===== src/rtl/nfaPkg.sv =====
package nfaPkg;
  localparam int CHAR_W    = 8;
  localparam int STRIDE    = 2;
  localparam int NUM_RULES = 5;
  localparam int PAIR_W    = CHAR_W * STRIDE;

  typedef struct packed {
    logic isA;
    logic isB;
    logic isC;
    logic isD;
    logic isE;
    logic isF;
    logic isDtoF;
  } charClass_t;

  typedef struct packed {
    logic r0a, r0b, r0c;
    logic r1a, r1b, r1c;
    logic r2a, r2b, r2c;
    logic r3b, r3m;
    logic r4b, r4d;
  } nfaState_t;

  typedef struct packed {
    logic stepState;
    logic loadFlags;
  } ctrlStrobe_t;

  function automatic nfaState_t stepNfa(nfaState_t s, charClass_t k);
    nfaState_t n;
    n.r0a = k.isA;
    n.r0b = (s.r0a | s.r0b) & k.isB;
    n.r0c = s.r0b & k.isC;
    n.r1a = k.isA;
    n.r1b = (s.r1a | s.r1b) & k.isB;
    n.r1c = s.r1b & k.isC;
    n.r2a = k.isA;
    n.r2b = (s.r2a | s.r2b) & k.isB;
    n.r2c = (s.r2b & k.isC) | s.r2c;
    n.r3b = k.isB;
    n.r3m = s.r3b & k.isDtoF;
    n.r4b = k.isB;
    n.r4d = s.r4b & k.isD;
    return n;
  endfunction

  function automatic logic [NUM_RULES-1:0] acceptNfa(nfaState_t s, charClass_t k);
    logic [NUM_RULES-1:0] acc;
    acc[0] = s.r0c & k.isD;
    acc[1] = s.r1c & k.isE;
    acc[2] = s.r2c & k.isF;
    acc[3] = s.r3m & k.isA;
    acc[4] = s.r4d & k.isC;
    return acc;
  endfunction
endpackage


===== src/rtl/charClassDecode.sv =====
module charClassDecode
  import nfaPkg::*;
#(
  parameter int W = CHAR_W
) (
  input  logic [W-1:0] ch,
  output charClass_t   cls
);
  // exact lowercase compares only
  always_comb begin
    cls.isA    = (ch == W'(8'h61));
    cls.isB    = (ch == W'(8'h62));
    cls.isC    = (ch == W'(8'h63));
    cls.isD    = (ch == W'(8'h64));
    cls.isE    = (ch == W'(8'h65));
    cls.isF    = (ch == W'(8'h66));
    cls.isDtoF = (ch >= W'(8'h64)) && (ch <= W'(8'h66));
  end
endmodule


===== src/rtl/nfaControl.sv =====
module nfaControl
  import nfaPkg::*;
(
  input  logic        inValid,
  output ctrlStrobe_t strobe
);
  // nothing moves unless a pair is presented
  always_comb begin
    strobe.stepState = inValid;
    strobe.loadFlags = inValid;
  end
endmodule


===== src/rtl/nfaDatapath.sv =====
module nfaDatapath
  import nfaPkg::*;
(
  input  logic                 clk,
  input  logic                 rst_n,
  input  ctrlStrobe_t          strobe,
  input  logic [PAIR_W-1:0]    inPair,
  output logic [NUM_RULES-1:0] matchFlags
);
  charClass_t           cls [STRIDE];
  nfaState_t            stateQ;
  nfaState_t            chain [STRIDE+1];
  logic [NUM_RULES-1:0] accAny;
  logic [NUM_RULES-1:0] matchQ;

  // position 0 is the earlier character, carried in the upper byte
  for (genvar g = 0; g < STRIDE; g++) begin : gDecode
    charClassDecode #(.W(CHAR_W)) uDec (
      .ch  (inPair[(STRIDE-g)*CHAR_W-1 -: CHAR_W]),
      .cls (cls[g])
    );
  end

  // accept checked after each character, not only the last
  always_comb begin
    chain[0] = stateQ;
    accAny   = '0;
    for (int p = 0; p < STRIDE; p++) begin
      accAny       = accAny | acceptNfa(chain[p], cls[p]);
      chain[p+1]   = stepNfa(chain[p], cls[p]);
    end
  end

  always_ff @(posedge clk or negedge rst_n) begin
    if (!rst_n) begin
      stateQ <= '0;
      matchQ <= '0;
    end else begin
      if (strobe.stepState) stateQ <= chain[STRIDE];
      if (strobe.loadFlags) matchQ <= matchQ | accAny;
    end
  end

  assign matchFlags = matchQ;

  AST_IDLE_HOLD: assert property (@(posedge clk) disable iff (!rst_n)
    !strobe.stepState |=> $stable(stateQ));
  AST_IDLE_FLAGS: assert property (@(posedge clk) disable iff (!rst_n)
    !strobe.loadFlags |=> $stable(matchQ));
  AST_STICKY: assert property (@(posedge clk) disable iff (!rst_n)
    (matchQ != '0) |=> ((matchQ & $past(matchQ)) == $past(matchQ)));
  AST_DOTSTAR_KEEP: assert property (@(posedge clk) disable iff (!rst_n)
    (stateQ.r2c && strobe.stepState) |=> stateQ.r2c);
  AST_BPLUS_LOOP: assert property (@(posedge clk) disable iff (!rst_n)
    (stateQ.r0b && strobe.stepState && cls[0].isB && cls[1].isB) |=> stateQ.r0b);
  AST_MID_ACCEPT: assert property (@(posedge clk) disable iff (!rst_n)
    (stateQ.r3m && strobe.loadFlags && cls[0].isA) |=> matchQ[3]);
endmodule


===== src/rtl/strideNfaMatcher.sv =====
module strideNfaMatcher
  import nfaPkg::*;
(
  input  logic                 clk,
  input  logic                 rst_n,
  input  logic                 inValid,
  input  logic [PAIR_W-1:0]    inPair,
  output logic [NUM_RULES-1:0] matchFlags
);
  ctrlStrobe_t strobe;

  nfaControl uCtrl (
    .inValid (inValid),
    .strobe  (strobe)
  );

  nfaDatapath uData (
    .clk        (clk),
    .rst_n      (rst_n),
    .strobe     (strobe),
    .inPair     (inPair),
    .matchFlags (matchFlags)
  );
endmodule


===== config.mk =====
export PLATFORM = sky130hd
export DESIGN_NAME = strideNfaMatcher
export DESIGN_NICKNAME = d
export VERILOG_FILES = /design/src/rtl/nfaPkg.sv /design/src/rtl/charClassDecode.sv /design/src/rtl/nfaControl.sv /design/src/rtl/nfaDatapath.sv /design/src/rtl/strideNfaMatcher.sv
export SDC_FILE = /design/constraint.sdc
export NUM_CORES = 1
export LEC_CHECK = 0
export ABC_AREA = 1
export BUFFER_PORTS_ARGS = -buffer_cell sky130_fd_sc_hd__buf_2
export CORE_ASPECT_RATIO = 0.8
export CORE_MARGIN = 2
export CORE_UTILIZATION = 25
export DETAILED_ROUTE_END_ITERATION = 7
export GPL_ROUTABILITY_DRIVEN = 0
export PLACE_DENSITY = 0.51
export SYNTH_ARGS = -nofsm -noshare
export SYNTH_HDL_FRONTEND = slang
export SYNTH_HIERARCHICAL = 1
export SYNTH_SLANG_ARGS = --single-unit

===== constraint.sdc =====
create_clock -name clk -period 1.3 [get_ports clk]
set_input_delay 0.26 -clock clk [delete_from_list [all_inputs] [get_ports clk]]
set_output_delay 0.26 -clock clk [all_outputs]
set_load 0.02 [all_outputs]

==> metrics.md <==
| Metric | Value |
|---|---|
| Crit path max fanout | 4 |
| Crit path cell chain | buf_2 -> or2_1 -> nor3_1 -> inv_1 -> o21ai_0 -> nand2_1 -> nand2_1 |
| Drt drc | 0 |
| Net count after synthesis | 163 |
| Largest stage delay, worst path | 0.27 ns |
| Via count of the routed design | 984 |
| Initial Util | 26.2% |
| CTS H-Tree Depth | 1 |
| 1st-iter DRT viols | 46 |
| Area growth, synth to finish | 35.6% |
| Register area share after synthesis | 37.6% |
| Critical Path Slowest Stage Cell | or2_1 |
| Tmin final | 1.12 ns |
| Pleak | 0.000774 µW |
| CTS tree | done |
| Filler cells | 423 |
| Pre-CTS WS | -0.0952 ns |
| Tot Pwr | 1000 µW |
| GR Overflow Total | 0 |
| All-layer global routing usage | 11.9% |
| Critical R2R Capture | uData/chain[37] |
| Worst setup path endpoint | uData/matchFlags[3] |
| Drt total wl | 2310 µm |
| Hold WC Path Type | input port to flip-flop |
| Sinks on Clock Net | 15 |
| CTS root buf | clkbuf_8 |
| Worst Clk Skew | 0.000684 ns |
| Ys Warns | 6 |
| Largest net degree at the start of global routing | 16 |
| RR Startpoint | uData/chain[37] |
| Hold-critical path depth | 3 |
| #FFs+latches synth | 15 |
| Core Rows | 20 |
| Hpwl dp | 1930 µm |
| Maximum clock frequency | 890 MHz |
| 1st-pass router iterations | 4 |
| Number of cells on the critical path | 7 |
| Vias per inst | 4.07 |
| Crit path capture type | flip-flop |
| Final setup fails | 0 |
| Fin cells | 242 |
| Final worst slack | 0.176 ns |
| Least-Margin Pin Slew | 0.351 ns |
| Buffers & Inverters on Critical Path | 2 |
| Global-route wire length before repair | 4100 µm |
| Peak supply drop | 0.306 mV |
| Die Ht | 60.5 µm |
| CP Class | input port to flip-flop |
| Max Cap Viol | 0 |
| CTS max path bufs | 2 |
| Num CTS Buffers | 3 |
| CP delay by family, top | simple AND/OR/NAND/NOR gates |
| Worst Path Required | 1.49 ns |
| Drt wl/cell | 9.55 µm |
| CP startpoint | inPair[11] |
| Die ar. | 0.00451 mm² |
| Clock-pin slew on the worst setup and hold paths | 0.06 ns |
| Cell Area, Synth | 997 µm² |
| Power density cells | 741 mW/mm² |
| Number of global-route vias before repair | 950 |
| ANT nets after route | 0 |
| Status | finished, final reports clean |
| Core area | 0.00380 mm² |
| Commonest non-fill, non-tap cell in the layout | nand2_1 |
| N_diodes | 0 |
| Top cell by count, worst path | nand2_1 |
| R2r setup slk | 0.37 ns |
| Most frequent cells in the layout | 51 x nand2_1, 23 x buf_2, 22 x inv_1 |
| Clk_lat worst skew | 0.24 ns |
| Layout cells sized above 1 | 32.1% |
| Cells after Synth | 144 |
| R2r worst-path depth | 4 |
| # port buffers | 23 |
| # placed instances | 237 |
| Crit path arrival time | 1.31 ns |
| Relative slew slack | 76.6% |
| Yosys cell types | 19 |
| Initial antenna violation count | 0 |
| Chip Width | 74.6 µm |
| Final hold viol count | 0 |
| RSZ-0062 raised after global routing | no |
| Slew Viols, Final | 0 |
| IO Count | 24 |
| Tcrit/Tclk final | 86.4% |
| Syn avg cell area | 6.93 µm² |
| CP Launch Type | input port |
| NumNets Final | 207 |
[tightest hold or removal path, cell delays in order]
cell and delay, ns:
buf_2 0.17, nand2_1 0.09, nand2_1 0.04
[synthesized netlist by cell type]
master	count	area, µm²
a21o_1	2	15.0
a21oi_1	5	25.0
buf_4	2	15.0
dfrtp_1	15	375
inv_1	22	82.6
inv_2	3	11.3
nand2_1	51	191
nand2_2	6	37.5
nand3_1	10	50.1
nand3_2	2	20.0
nor2_1	6	22.5
nor2_8	2	40.0
nor3_1	4	20.0
nor3_2	2	20.0
o211ai_1	1	7.51
o21ai_0	7	35.0
o21ai_2	1	8.76
o21bai_1	1	7.51
or2_1	2	12.5
[cell type report]
class                      instances  area (µm²)  area share (%)
tap                               55        68.8            5.09
sequential                        15         375            27.8
multi-input combinational        102         517            38.2
clock buffer                       4        45.0            3.33
timing repair buffer              41         253            18.7
inverter                          25        93.8            6.94
[where the power goes]
part | total [µW] | switching, µW | internal, µW
Sequential | 474 | 2.10 | 472
Clock | 368 | 152 | 217
Combinational | 160 | 91.3 | 68.3
[registers in the layout, summed over array words and instances, names as in the netlist]
signal	cells
uData/chain	10
uData/matchFlags	5
[metal layers]
metal,track usage [%],share of wire [%],vias up
li1,-,-,536
met2,18.3,40,10
met5,0,0,-
met1,16.9,56,436
met3,3.99,3.5,2
met4,1.53,0.30,0
[worst min-delay path by stage]
stage          startpoint             endpoint
2_1_floorplan       rst_n      uData/chain[26]
6_report          inValid  uData/matchFlags[3]
3_5_place_dp        rst_n  uData/matchFlags[2]
4_1_cts           inValid      uData/chain[32]
3_3_place_gp        rst_n  uData/matchFlags[2]
5_1_grt           inValid      uData/chain[28]
[cells by family after synthesis]
family	count (synthesis)	synth area share, %
compound gates	17	9.91
buf+inv	27	10.9
flops	15	37.6
simple gates	85	41.5
[metrics by stage]
step | util [%] | hold slack [ns] | setup TNS [ns] | instance area (µm²)
6_report | 35.6 | 0.352 | 0 | 1350
5_1_grt | 35.6 | 0.379 | 0 | 1350
4_1_cts | 35.5 | 0.350 | 0 | 1350
3_5_place_dp | 34.0 | 0.187 | -0.526 | 1290
3_3_place_gp | 34.0 | 0.180 | -0.847 | 1290
2_1_floorplan | - | -0.0356 | 0 | 997
[timing repair]
item	CTS	global route
setup endpoints to repair	0	1
setup buffers	0	0
gates resized for setup	0	1
hold buffers	1	0
endpoints found under the hold margin	15	0
No activity file was read; power rests on OpenSTA's default activity.
